## config.mk

```make
export PLATFORM = sky130hd
export DESIGN_NAME = pq_source_bank
export DESIGN_NICKNAME = d
export VERILOG_FILES = /design/src/rtl/pq_pkg.sv /design/src/rtl/pq_decode.sv /design/src/rtl/pq_cell.sv /design/src/rtl/pq_source_bank.sv
export SDC_FILE = /design/constraint.sdc
export NUM_CORES = 1
export LEC_CHECK = 0
export BUFFER_PORTS_ARGS = -buffer_cell sky130_fd_sc_hd__buf_4
export CAP_MARGIN = 25
export CORE_AREA = 2 2 58 115
export CTS_CLUSTER_SIZE = 25
export DETAILED_ROUTE_END_ITERATION = 6
export DIE_AREA = 0 0 60 117
export HOLD_SLACK_MARGIN = 0.06
export PLACE_DENSITY = 0.67
export SETUP_SLACK_MARGIN = 0.3
export SYNTH_ARGS = -nofsm -noshare
export SYNTH_HDL_FRONTEND = slang
export SYNTH_SLANG_ARGS = --single-unit
```

## constraint.sdc

```tcl
create_clock -name clk -period 5.37 [get_ports clk]
set_input_delay 0.2685 -clock clk [delete_from_list [all_inputs] [get_ports clk]]
set_output_delay 0.2685 -clock clk [all_outputs]
set_load 0.05 [all_outputs]
```

## src/rtl/pq_pkg.sv

```systemverilog
package pq_pkg;

    typedef struct packed {
        logic p;
        logic q;
    } pq_t;

    typedef enum logic [1:0] {
        OP_NONE,
        OP_EOI,
        OP_GET,
        OP_SET
    } pq_op_e;

    localparam int          OFS_W         = 12;
    localparam logic [11:0] OFS_LOAD_EOI  = 12'h000;
    localparam logic [11:0] OFS_STORE_EOI = 12'h400;
    localparam logic [11:0] OFS_GET       = 12'h800;
    localparam int          OFS_SET_BASE  = 'hC00;
    localparam int          OFS_SET_STEP  = 'h100;
    localparam int          NUM_SET_OFS   = 4;

    localparam pq_t PQ_IDLE = '{p: 1'b0, q: 1'b0};
    localparam pq_t PQ_OFF  = '{p: 1'b0, q: 1'b1};
    localparam pq_t PQ_PEND = '{p: 1'b1, q: 1'b0};
    localparam pq_t PQ_BOTH = '{p: 1'b1, q: 1'b1};

    function automatic pq_t pq_trig_next(pq_t s);
        pq_t n;
        case (s)
            PQ_IDLE: n = PQ_PEND;
            PQ_PEND: n = PQ_BOTH;
            default: n = s;
        endcase
        return n;
    endfunction

    function automatic logic pq_trig_fires(pq_t s);
        return s == PQ_IDLE;
    endfunction

    function automatic pq_t pq_eoi_next(pq_t s);
        pq_t n;
        case (s)
            PQ_BOTH: n = PQ_PEND;
            PQ_OFF:  n = PQ_OFF;
            default: n = PQ_IDLE;
        endcase
        return n;
    endfunction

    function automatic logic pq_eoi_fires(pq_t s);
        return s == PQ_BOTH;
    endfunction

endpackage

```

## src/rtl/pq_decode.sv

```systemverilog
module pq_decode
    import pq_pkg::*;
#(
    parameter int                 NUM_SRC        = 8,
    parameter int                 ADDR_W         = 16,
    parameter int                 PAGE_BITS      = 12,
    parameter logic [NUM_SRC-1:0] STORE_EOI_MASK = '1
) (
    input  logic               acc_valid_i,
    input  logic               acc_write_i,
    input  logic [ADDR_W-1:0]  acc_addr_i,
    output logic [NUM_SRC-1:0] sel_o,
    output pq_op_e             op_o,
    output pq_t                set_val_o,
    output logic               is_read_o
);
    localparam int IDX_W = ADDR_W - PAGE_BITS;

    logic [IDX_W-1:0]     idx;
    logic [PAGE_BITS-1:0] ofs;
    logic                 store_path;

    assign idx = acc_addr_i[ADDR_W-1:PAGE_BITS];
    assign ofs = acc_addr_i[PAGE_BITS-1:0];

    always_comb begin
        op_o       = OP_NONE;
        set_val_o  = PQ_IDLE;
        store_path = 1'b0;
        is_read_o  = acc_valid_i && !acc_write_i;
        if (acc_valid_i) begin
            if (acc_write_i) begin
                if (ofs == PAGE_BITS'(OFS_STORE_EOI)) begin
                    op_o       = OP_EOI;
                    store_path = 1'b1;
                end
            end else if (ofs == PAGE_BITS'(OFS_LOAD_EOI)) begin
                op_o = OP_EOI;
            end else if (ofs == PAGE_BITS'(OFS_GET)) begin
                op_o = OP_GET;
            end else begin
                for (int k = 0; k < NUM_SET_OFS; k++) begin
                    if (ofs == PAGE_BITS'(OFS_SET_BASE + k * OFS_SET_STEP)) begin
                        op_o      = OP_SET;
                        set_val_o = pq_t'(k[1:0]);
                    end
                end
            end
        end
    end

    for (genvar i = 0; i < NUM_SRC; i++) begin : g_sel
        assign sel_o[i] = (op_o != OP_NONE) && (idx == IDX_W'(i))
                          && (!store_path || STORE_EOI_MASK[i]);
    end

endmodule

```

## src/rtl/pq_cell.sv

```systemverilog
module pq_cell
    import pq_pkg::*;
(
    input  logic   clk,
    input  logic   rst,
    input  logic   trig_i,
    input  logic   sel_i,
    input  pq_op_e op_i,
    input  pq_t    set_val_i,
    output pq_t    view_o,
    output logic   notify_o
);
    pq_t  state_q;
    pq_t  after_trig;
    pq_t  state_d;
    logic fire;

    always_comb begin
        after_trig = trig_i ? pq_trig_next(state_q) : state_q;
        fire       = trig_i && pq_trig_fires(state_q);
        state_d    = after_trig;
        if (sel_i) begin
            case (op_i)
                OP_EOI: begin
                    state_d = pq_eoi_next(after_trig);
                    fire    = fire || pq_eoi_fires(after_trig);
                end
                OP_SET:  state_d = set_val_i;
                default: state_d = after_trig;
            endcase
        end
    end

    assign view_o = after_trig;

    always_ff @(posedge clk) begin
        if (rst) begin
            state_q  <= PQ_IDLE;
            notify_o <= 1'b0;
        end else begin
            state_q  <= state_d;
            notify_o <= fire;
        end
    end

    p_off_quiet_r4: assert property (@(posedge clk) disable iff (rst)
        (state_q == PQ_OFF && !(sel_i && op_i == OP_SET)) |=> (!notify_o && state_q == PQ_OFF));

    p_retrig_sets_q_r3: assert property (@(posedge clk) disable iff (rst)
        (state_q.p && trig_i && !sel_i) |=> (state_q == PQ_BOTH && !notify_o));

    p_first_trig_fires_r2: assert property (@(posedge clk) disable iff (rst)
        (state_q == PQ_IDLE && trig_i && !sel_i) |=> (notify_o && state_q == PQ_PEND));

    p_get_keeps_r6: assert property (@(posedge clk) disable iff (rst)
        (sel_i && op_i == OP_GET && !trig_i) |=> $stable(state_q));

    p_set_value_r7: assert property (@(posedge clk) disable iff (rst)
        (sel_i && op_i == OP_SET) |=> state_q == $past(set_val_i));

    p_eoi_refire_r5: assert property (@(posedge clk) disable iff (rst)
        (sel_i && op_i == OP_EOI && !trig_i && state_q == PQ_BOTH) |=> (notify_o && state_q == PQ_PEND));

endmodule

```

## src/rtl/pq_source_bank.sv

```systemverilog
module pq_source_bank
    import pq_pkg::*;
#(
    parameter int                 NUM_SRC        = 8,
    parameter int                 ADDR_W         = 16,
    parameter int                 PAGE_BITS      = 12,
    parameter int                 DATA_W         = 64,
    parameter logic [NUM_SRC-1:0] STORE_EOI_MASK = NUM_SRC'(8'h55)
) (
    input  logic               clk,
    input  logic               rst,
    input  logic [NUM_SRC-1:0] trig_i,
    input  logic               acc_valid_i,
    input  logic               acc_write_i,
    input  logic [ADDR_W-1:0]  acc_addr_i,
    output logic               rd_valid_o,
    output logic [DATA_W-1:0]  rd_data_o,
    output logic [NUM_SRC-1:0] notify_o
);
    localparam int PAD_W = DATA_W - $bits(pq_t);

    logic [NUM_SRC-1:0] sel;
    pq_op_e             op;
    pq_t                set_val;
    logic               is_read;
    pq_t                view_w [NUM_SRC];
    pq_t                rd_next;

    pq_decode #(
        .NUM_SRC        (NUM_SRC),
        .ADDR_W         (ADDR_W),
        .PAGE_BITS      (PAGE_BITS),
        .STORE_EOI_MASK (STORE_EOI_MASK)
    ) u_decode (
        .acc_valid_i (acc_valid_i),
        .acc_write_i (acc_write_i),
        .acc_addr_i  (acc_addr_i),
        .sel_o       (sel),
        .op_o        (op),
        .set_val_o   (set_val),
        .is_read_o   (is_read)
    );

    for (genvar i = 0; i < NUM_SRC; i++) begin : g_src
        pq_cell u_cell (
            .clk       (clk),
            .rst       (rst),
            .trig_i    (trig_i[i]),
            .sel_i     (sel[i]),
            .op_i      (op),
            .set_val_i (set_val),
            .view_o    (view_w[i]),
            .notify_o  (notify_o[i])
        );
    end

    always_comb begin
        rd_next = PQ_IDLE;
        for (int i = 0; i < NUM_SRC; i++) begin
            if (sel[i] && is_read) rd_next = view_w[i];
        end
    end

    always_ff @(posedge clk) begin
        if (rst) begin
            rd_valid_o <= 1'b0;
            rd_data_o  <= '0;
        end else begin
            rd_valid_o <= is_read;
            rd_data_o  <= {{PAD_W{1'b0}}, rd_next};
        end
    end

    p_rdvalid_follows_read_r11: assert property (@(posedge clk) disable iff (rst)
        rd_valid_o |-> $past(acc_valid_i && !acc_write_i));

    p_undecoded_zero_r9: assert property (@(posedge clk) disable iff (rst)
        (rd_valid_o && $past(op) == OP_NONE) |-> rd_data_o == '0);

    p_upper_zero_r7: assert property (@(posedge clk) disable iff (rst)
        rd_data_o[DATA_W-1:2] == '0);

endmodule

```

# Word-level counts from Yosys, hierarchy flattened
# Index checks and enable logic that the tools add are counted.
# op_classes
eq_ne,39
n_mux,83
n_reduce_logical,50
# ops
cell,n
$pmux 2 s2,24
$mux 2,38
$eq 12x12->1 const B,5
$eq 2x2->1 const B,17
$logic_and 1x1->1,29
$mux 1,21
$eq 2x1->1 const B,9
$eq 4x3->1 const B,4
$logic_not 2->1,8
$eq 12x11->1 const B,1
$logic_not 12->1,1
$eq 4x2->1 const B,2
$logic_or 1x1->1,8
$eq 4x1->1 const B,1
$logic_not 4->1,1
$logic_not 1->1,2
$reduce_bool 2->1,1
# word_totals
reg_bits,89
in_bits,28
out_inout_bits,73

# Logic depth before layout (Yosys ltp)
# Gate-level depths: netlist of the first run.
# logic_depth
ltp_word,20
mapped_depth,6
mapped_depth_nobuf,5

# Modules after synthesis
# Synthesis of the first run repeated with hierarchy kept, for this count alone.
# hier_totals
cells_unflattened,284
area_unflattened_um2,2285.9
# by_module_without_submodules
module,instances,cells_each,area_each_um2,seq_area_each_um2
pq_cell,8,19,158.9,60.1
pq_source_bank,1,94,744.5,60.1
pq_decode,1,38,270.3,0.0

# Least setup slack after synthesis of the first run
# OpenSTA, ideal clock, no wires.
# synth_path
path_kind,input port to flip-flop
start,in acc_addr_i[5]
end,reg g_src[1].u_cell.state_q[0] (netlist bit)
t_arrival_ns,1.771
required_ns,5.233
path_slack_ns,3.462
stages,5
path_buffers,0
cell_sequence,or4_1 nor4_2 nor3_1 nor4bb_1 a211oi_1
# synth_via
elab_chain_cells,13
word_cells_on_any_way,34
classes_between,eq/ne (8); mux (21); reduce/logical (5)
# synth_lines
item,line,source
from (decl),pq_source_bank.sv:15,"input logic [ADDR_W-1:0] acc_addr_i,"
branches (longest 12 deep; another with $eq 12x12->1),-,
$mux 2 *,pq_cell.sv:22,if (sel_i) begin
to (signal assigned),pq_cell.sv:41,state_q <= state_d;
to (decl),pq_cell.sv:13,pq_t state_q;
# Every way passes the cells marked *.
# A chain may end at the register's enable or synchronous reset.

# Worst setup path in the final report of the first run
# layout_path
start,in acc_addr_i[1]
end,reg g_src[4].u_cell.state_q[0] (netlist bit)
# layout_via
elab_chain_cells,12
word_cells_on_any_way,29
classes_between,eq/ne (8); mux (18); reduce/logical (3)
# layout_lines
item,line,source
$eq 12x12->1,pq_decode.sv:43,if (ofs == PAGE_BITS'(OFS_SET_BASE + k * OFS_SET_STEP)) begin
$mux 2 (4 in series),pq_decode.sv:43,
$mux 2,pq_decode.sv:39,end else if (ofs == PAGE_BITS'(OFS_GET)) begin
$mux 2,pq_decode.sv:37,end else if (ofs == PAGE_BITS'(OFS_LOAD_EOI)) begin
$mux 2,pq_decode.sv:32,if (acc_write_i) begin
$mux 2,pq_decode.sv:31,if (acc_valid_i) begin
$eq 2x2->1 (tied with other cells),pq_cell.sv:23,case (op_i)
$pmux 2 s2 / $logic_and 1x1->1 (equally long branches),"pq_cell.sv:23, pq_decode.sv:53",
$mux 2 *,pq_cell.sv:22,
to (signal assigned),pq_cell.sv:41,
to (decl),pq_cell.sv:13,
# Mark *: on every way between the ends. The rest lies on a longest branch, timed or not.

==> metrics.yaml, run 1 <==
place:
  gp_congestion: 0.974
  dp_cells: 405
  port-buffer-count: 38
  detailed_place.area_um2: 2450
  hpwl_um: 4260
synth:
  synth_edf_count: 0
  async_flop_share_pct: 0
  ys_seq_area_share_pct: 22.6
  syn_area_um2: 2390
  syn_avg_cell_area_um2: 8.06
  ys.flop_type: "dfxtp_1"
  post_synth_inst_count: 297
  ys_seq_elements: 27
  yosysUniqueCellTypes: 56
  ys.warnings.count: 0
clock_network:
  path_clk_slew_ns: 0.07
  ctsHoldBuffers: 0
  cts_tree: "yes"
  cts_made_buffers: 3
  cts_resized: 0
  cts-root-buf: "clkbuf_16"
  clk_path_buf_depth: 2
  clk-insertion-delay-late_ns: 0.26
  cts.sinks: 27
  post_cts_buffers: 0
  htreeDepth: 1
worst_setup_path:
  crit_path_start_kind: "input port"
  crit_slowest_cell: "nor4_2"
  critPathArrivalTime_ns: 2.19
  crit_family: "compound AO/OA/AOI/OAI gates"
  critical_path_class: "input port to register"
  slowest_delay_ns: 0.49
  crit_buf_inv: 1
  path_cells: "buf_4 > nor4_2 > nand3_1 > a21oi_4 > a21boi_0 > a311oi_1"
  cp_max_fo: 15
  cp.required_ns: 5.53
  end_kind: "register"
finish:
  finalNonFillerCells: 409
  drive_above_1_share_pct: 18.3
  seq_area_um2: 541
  diodes: 0
  finalInstanceArea_um2: 2530
  area_growth_pct: 5.85
  nNetsFinal: 352
  most-common-layout-cells: "conb_1, buf_4, dfxtp_1, a21oi_1"
  final_common_cell: "conb_1"
  nFillCells: 642
  multi_input_area_um2: 1490
timing:
  rsz0062_at_grt: "no"
  fin_setup_tns_ns: 0
  slew_headroom_pct: 35.5
  setup_viol: 0
  period_share_pct: 37.8
  tightest_slew_ns: 0.964
  final_max_slew_viol_count: 0
  hold_viol: 0
  skew_ns: 0.00327
  fmax_ghz: 0.492
  period_minus_slack_ns: 2.03
floorplan:
  rows: 41
  die_area_um2: 7020
  die_h_um: 117
  die_x_um: 60
  io_pins: 101
  coreArea_um2: 6210
  start_util_pct: 38.6
route:
  num_vias: 2088
  drt.antenna.violating_nets: 0
  drt_iter0_drc: 126
  drc: 0
  wl_um: 5480
  vias_per_cell: 5.11
  avgRoutedWirePerCell_um: 13.4
  drt_pre_antenna_iters: 4
run:
  maxCapViolCount: 0
power:
  vdd_drop_max_mv: 0.104
  p_leak_uw: 0.000963
  power_density_nw_per_um2: 252
grt:
  grt_pass1_wl_um: 8580
  grt_max_degree: 33
  grt_overflow: 0
  antenna_found_initial: 0
  gr-usage-all-layers_pct: 15.7
  grt_pass1_vias: 1870
outcome:
  outcome: "finished clean"
worst_hold_path:
  min_path_type: "input port to register"
layer usage:
layer  GRT usage [%]  up-vias  routed length (um)
met1            19.8      960                2220
met3            1.98       12                 338
met4            8.00        0                 146
met5               0        -                   0
met2            25.7       95                2780
li1                -     1021                   -
worst register-to-register path, cell delays in order, from the launching register on:
cell and delay (ns):
dfxtp_1 0.45, a21oi_1 0.17, or2_2 0.30, a31oi_1 0.15
o211ai_1 0.10, a221oi_1 0.29
cell type report:
| class | instances | share of cell area, % |
|---|---|---|
| multi-input cells | 246 | 58.9 |
| flip-flops and latches | 27 | 21.3 |
| repair buffers | 38 | 11.3 |
| well taps | 86 | 4.25 |
| clock buffers | 4 | 3.11 |
| inverters | 8 | 1.19 |
final timing paths:
check,depth (start not counted),startpoint,to,slack (ns)
max,6,acc_addr_i[1],g_src[4].u_cell.state_q[0],3.34
min reg2reg,1,g_src[2].u_cell.state_q[1],g_src[2].u_cell.notify_o,0.52
max reg2reg,5,g_src[1].u_cell.state_q[1],rd_data_o[0],3.81
min,3,trig_i[5],g_src[5].u_cell.notify_o,0.34
power by group:
group,switching (uW),internal [uW],total (uW)
logic,178,55.6,234
clock network,67.2,102,169
registers,17.2,220,237
total,262,377,640
cells in the mapped netlist (3+ instances only):
cell       count  area share [%]
and2_1         6             1.6
nor4_2         3             1.6
inv_1          8             1.3
a21oi_1       23             4.8
nor3b_1        3            0.94
o21ai_0       12             2.5
o211ai_1       3            0.94
o31ai_1        5             1.6
nor2_1        15             2.4
a211oi_1      12             3.8
mux2i_1        9             3.8
a31oi_1        3            0.78
nor2b_1        6             1.6
o2111ai_1      3             1.1
buf_4         70              22
nand3_1        3            0.63
nand2_1       15             2.4
dfxtp_1       27              23
nor3_1         9             1.9
nor4_1         6             1.6
a21o_1         3            0.94
or4_1          3            0.94
a311oi_1       4             1.5
clkbuf_1       5            0.78
sequential cells by signal, summed over array words and instances, names as in the netlist:
register               flops
g_src.u_cell.state_q      16
g_src.u_cell.notify_o      8
rd_data_o                  2
rd_valid_o                 1
stage by stage:
| stage | total power (uW) | hold WS (ns) | utilization (%) | setup slack, ns |
|---|---|---|---|---|
| 2_1_floorplan | 465 | 0.435 | - | 3.46 |
| 5_1_grt | 673 | 0.359 | 40.8 | 3.18 |
| 4_1_cts | 642 | 0.349 | 40.8 | 3.37 |
| 3_3_place_gp | 469 | 0.497 | 39.5 | 3.13 |
| 6_report | 640 | 0.342 | 40.8 | 3.34 |
| 3_5_place_dp | 474 | 0.512 | 39.5 | 3.11 |
logic make-up after synthesis:
| group | share of synthesized area (%) |
|---|---|
| buffers and inverters | 24.7 |
| AO/OA/AOI/OAI | 26.5 |
| flip-flops | 22.6 |
| AND/OR/NAND/NOR | 22.3 |
| multiplexers | 3.76 |
| other | 0.157 |
(Power assumes the default switching activity.)
==> run 2: changes to the inputs <==
==> constraint.sdc (replaced) <==
create_clock -name clk -period 2 [get_ports clk]
set_input_delay 0.1 -clock clk [delete_from_list [all_inputs] [get_ports clk]]
set_output_delay 0.1 -clock clk [all_outputs]
set_load 0.05 [all_outputs]
==> run 2 against run 1 <==
  * Setup slack got worse by 3.1 ns
  * Clock skew decreased by 0.00081 ns
  * Clock power increased to 2.7 times the previous value
  * Count of clock-buffer cells in the layout decreased by 1
  * Register-to-register slack got worse by 3.3 ns
  * Worst hold slack got worse by 0.17 ns
  * Non-clock buffer count increased by 13
  * Sequential share of layout area decreased by 1.5 points
  * Sequential power increased to 2.7 times the previous value
  * Global-route usage increased by 0.95 points
  * Design area increased by 7.7%
  * Wire length increased by 6.5%
  * Critical path type unchanged
  * Largest cell class unchanged
==> metrics.yaml, run 2 (same netlist as run 1, synthesis figures left out) <==
worst_setup_path:
  cp.required_ns: 2.15  # -3.38 ns
  crit_path_start_kind: "input port"
  crit_slowest_cell: "or4_4"
  end_kind: "register"
  slowest_delay_ns: 0.58  # +0.09 ns
  path_cells: "buf_4 > or4_4 > or2_4 > a21o_2 > and2_1 > a2111oi_2"
  cp_max_fo: 8  # -7
  critical_path_class: "input port to register"
  critPathArrivalTime_ns: 1.88  # -0.31 ns
clock_network:
  htreeDepth: 1  # unchanged
  cts_made_buffers: 3  # unchanged
  path_clk_slew_ns: 0.07  # about the same
  clk-insertion-delay-late_ns: 0.26  # about the same
  cts-root-buf: "clkbuf_16"
  cts_tree: "yes"
  clk_path_buf_depth: 2  # unchanged
  cts.sinks: 27  # unchanged
finish:
  top_regs: "g_src.u_cell.state_q x16, g_src.u_cell.notify_o x8, rd_data_o x2"
  most-common-layout-cells: "conb_1, buf_4, dfxtp_1, a21oi_1, nand2_1"
  diodes: 0  # unchanged
  drive_above_1_share_pct: 24.1  # +5.8 points
  finalInstanceArea_um2: 2730  # +7.7%
  final_common_cell: "conb_1"
  area_growth_pct: 14.0
  finalNonFillerCells: 422  # +3.2%
  nNetsFinal: 365  # +3.7%
  largest_register_ffs: 16  # unchanged
  top_register: "g_src.u_cell.state_q"
route:
  vias_per_cell: 5.07  # -0.76%
  num_vias: 2138  # +2.4%
  drt.antenna.violating_nets: 0  # unchanged
  drc: 0  # unchanged
  wl_um: 5840  # +6.5%
  drt_iter0_drc: 110  # -13%
  drt_pre_antenna_iters: 4  # unchanged
  avgRoutedWirePerCell_um: 13.8  # +3.3%
floorplan:
  die_x_um: 60  # unchanged
  coreArea_um2: 6210  # unchanged
  io_pins: 101  # unchanged
  start_util_pct: 38.6  # unchanged
  die_h_um: 117  # unchanged
  rows: 41  # unchanged
  die_area_um2: 7020  # unchanged
timing:
  tightest_slew_ns: 0.752  # -0.212 ns
  period_minus_slack_ns: 1.73
  final_max_slew_viol_count: 0  # unchanged
  slew_headroom_pct: 49.6  # +14 points
  fin_setup_tns_ns: 0  # unchanged
  worst_slack_ns: 0.270  # -3.07 ns
  hold_viol: 0  # unchanged
  period_share_pct: 86.5
  skew_ns: 0.00247  # -0.000809 ns
  rsz0062_at_grt: "yes"
  setup_viol: 0  # unchanged
  fmax_ghz: 0.578
power:
  vdd_drop_max_mv: 0.255  # +140%
  total_power_uw: 1750  # +170%
  power_density_nw_per_um2: 640  # +150%
  p_leak_uw: 0.00105  # +9.3%
place:
  port-buffer-count: 38  # unchanged
  place_ws_ns: 0.0261  # -3.08 ns
  detailed_place.area_um2: 2570  # +4.5%
  hpwl_um: 4490  # +5.4%
  dp_cells: 417  # +3.0%
  gp_congestion: 0.900  # -7.6%
run:
  maxCapViolCount: 0  # unchanged
grt:
  gr-usage-all-layers_pct: 16.7  # +0.95 points
  antenna_found_initial: 0  # unchanged
  grt_pass1_wl_um: 9130  # +6.4%
  grt_pass1_vias: 1961  # +4.9%
  grt_max_degree: 33  # unchanged
  grt_overflow: 0  # unchanged
outcome:
  outcome: "finished clean"
worst_hold_path:
  min_path_type: "input port to register"
[run 2: cell types whose count changed in the layout (fill, tap and decap cells not counted), moves of 3 or more]
cell,previous run,this run
buf_4,38,49
nor4_4,1,5
nor4_2,3,0
or4_1,3,0
or4_4,2,5
[run 2: through the flow]
stage          hold WS (ns)  utilization, %
3_5_place_dp          0.449            41.3
2_1_floorplan         0.266               -
4_1_cts               0.176            42.6
6_report              0.172            43.9
5_1_grt               0.190            43.9
3_3_place_gp          0.448            41.3
[run 2: final timing paths]
kind,slack (ns),cells after the start,endpoint,start
worst min register to register,0.52,1,g_src[6].u_cell.notify_o,g_src[6].u_cell.state_q[1]
worst min-delay path,0.17,3,g_src[5].u_cell.notify_o,trig_i[5]
worst max-delay path,0.27,6,g_src[5].u_cell.state_q[0],acc_addr_i[10]
worst max register to register,0.49,5,rd_data_o[0],g_src[1].u_cell.state_q[1]
[run 2: final cells by class]
| type | count | area, um^2 |
|---|---|---|
| fill | 636 | 3480 |
| multi-input combinational | 246 | 1570 |
| sequential | 27 | 541 |
| timing repair buffer | 51 | 399 |
| tap | 86 | 108 |
| clock buffer | 3 | 75.1 |
| inverter | 8 | 30.0 |
| clock inverter | 1 | 5.00 |
[run 2: repair_timing]
| item | CTS | global route |
|---|---|---|
| pin swaps | 1 | 3 |
| endpoints found under the setup margin | 1 | 21 |
| resized for setup | 0 | 13 |
| hold buffers | 0 | 0 |
| setup buffers | 0 | 1 |
[run 2: power by group]
group / total, uW / internal (uW) / switching, uW / leakage [uW]
Clock: 461 / 270 / 191 / 0.0000409
Combinational: 648 / 157 / 491 / 0.000789
Sequential: 636 / 591 / 45.6 / 0.000223
[run 2: worst max-delay path: cells and delay by family]
| kind | cells | cell delay [ns] |
|---|---|---|
| AND/OR/NAND/NOR | 3 | 1.05 |
| buffers and inverters | 1 | 0.14 |
| AO/OA/AOI/OAI | 2 | 0.61 |
[run 2: metal layers]
layer | track usage [%] | wire (um)
met1 | 20.6 | 2320
met2 | 28.2 | 3020
met3 | 1.54 | 319
met4 | 8.15 | 189
met5 | 0 | 0
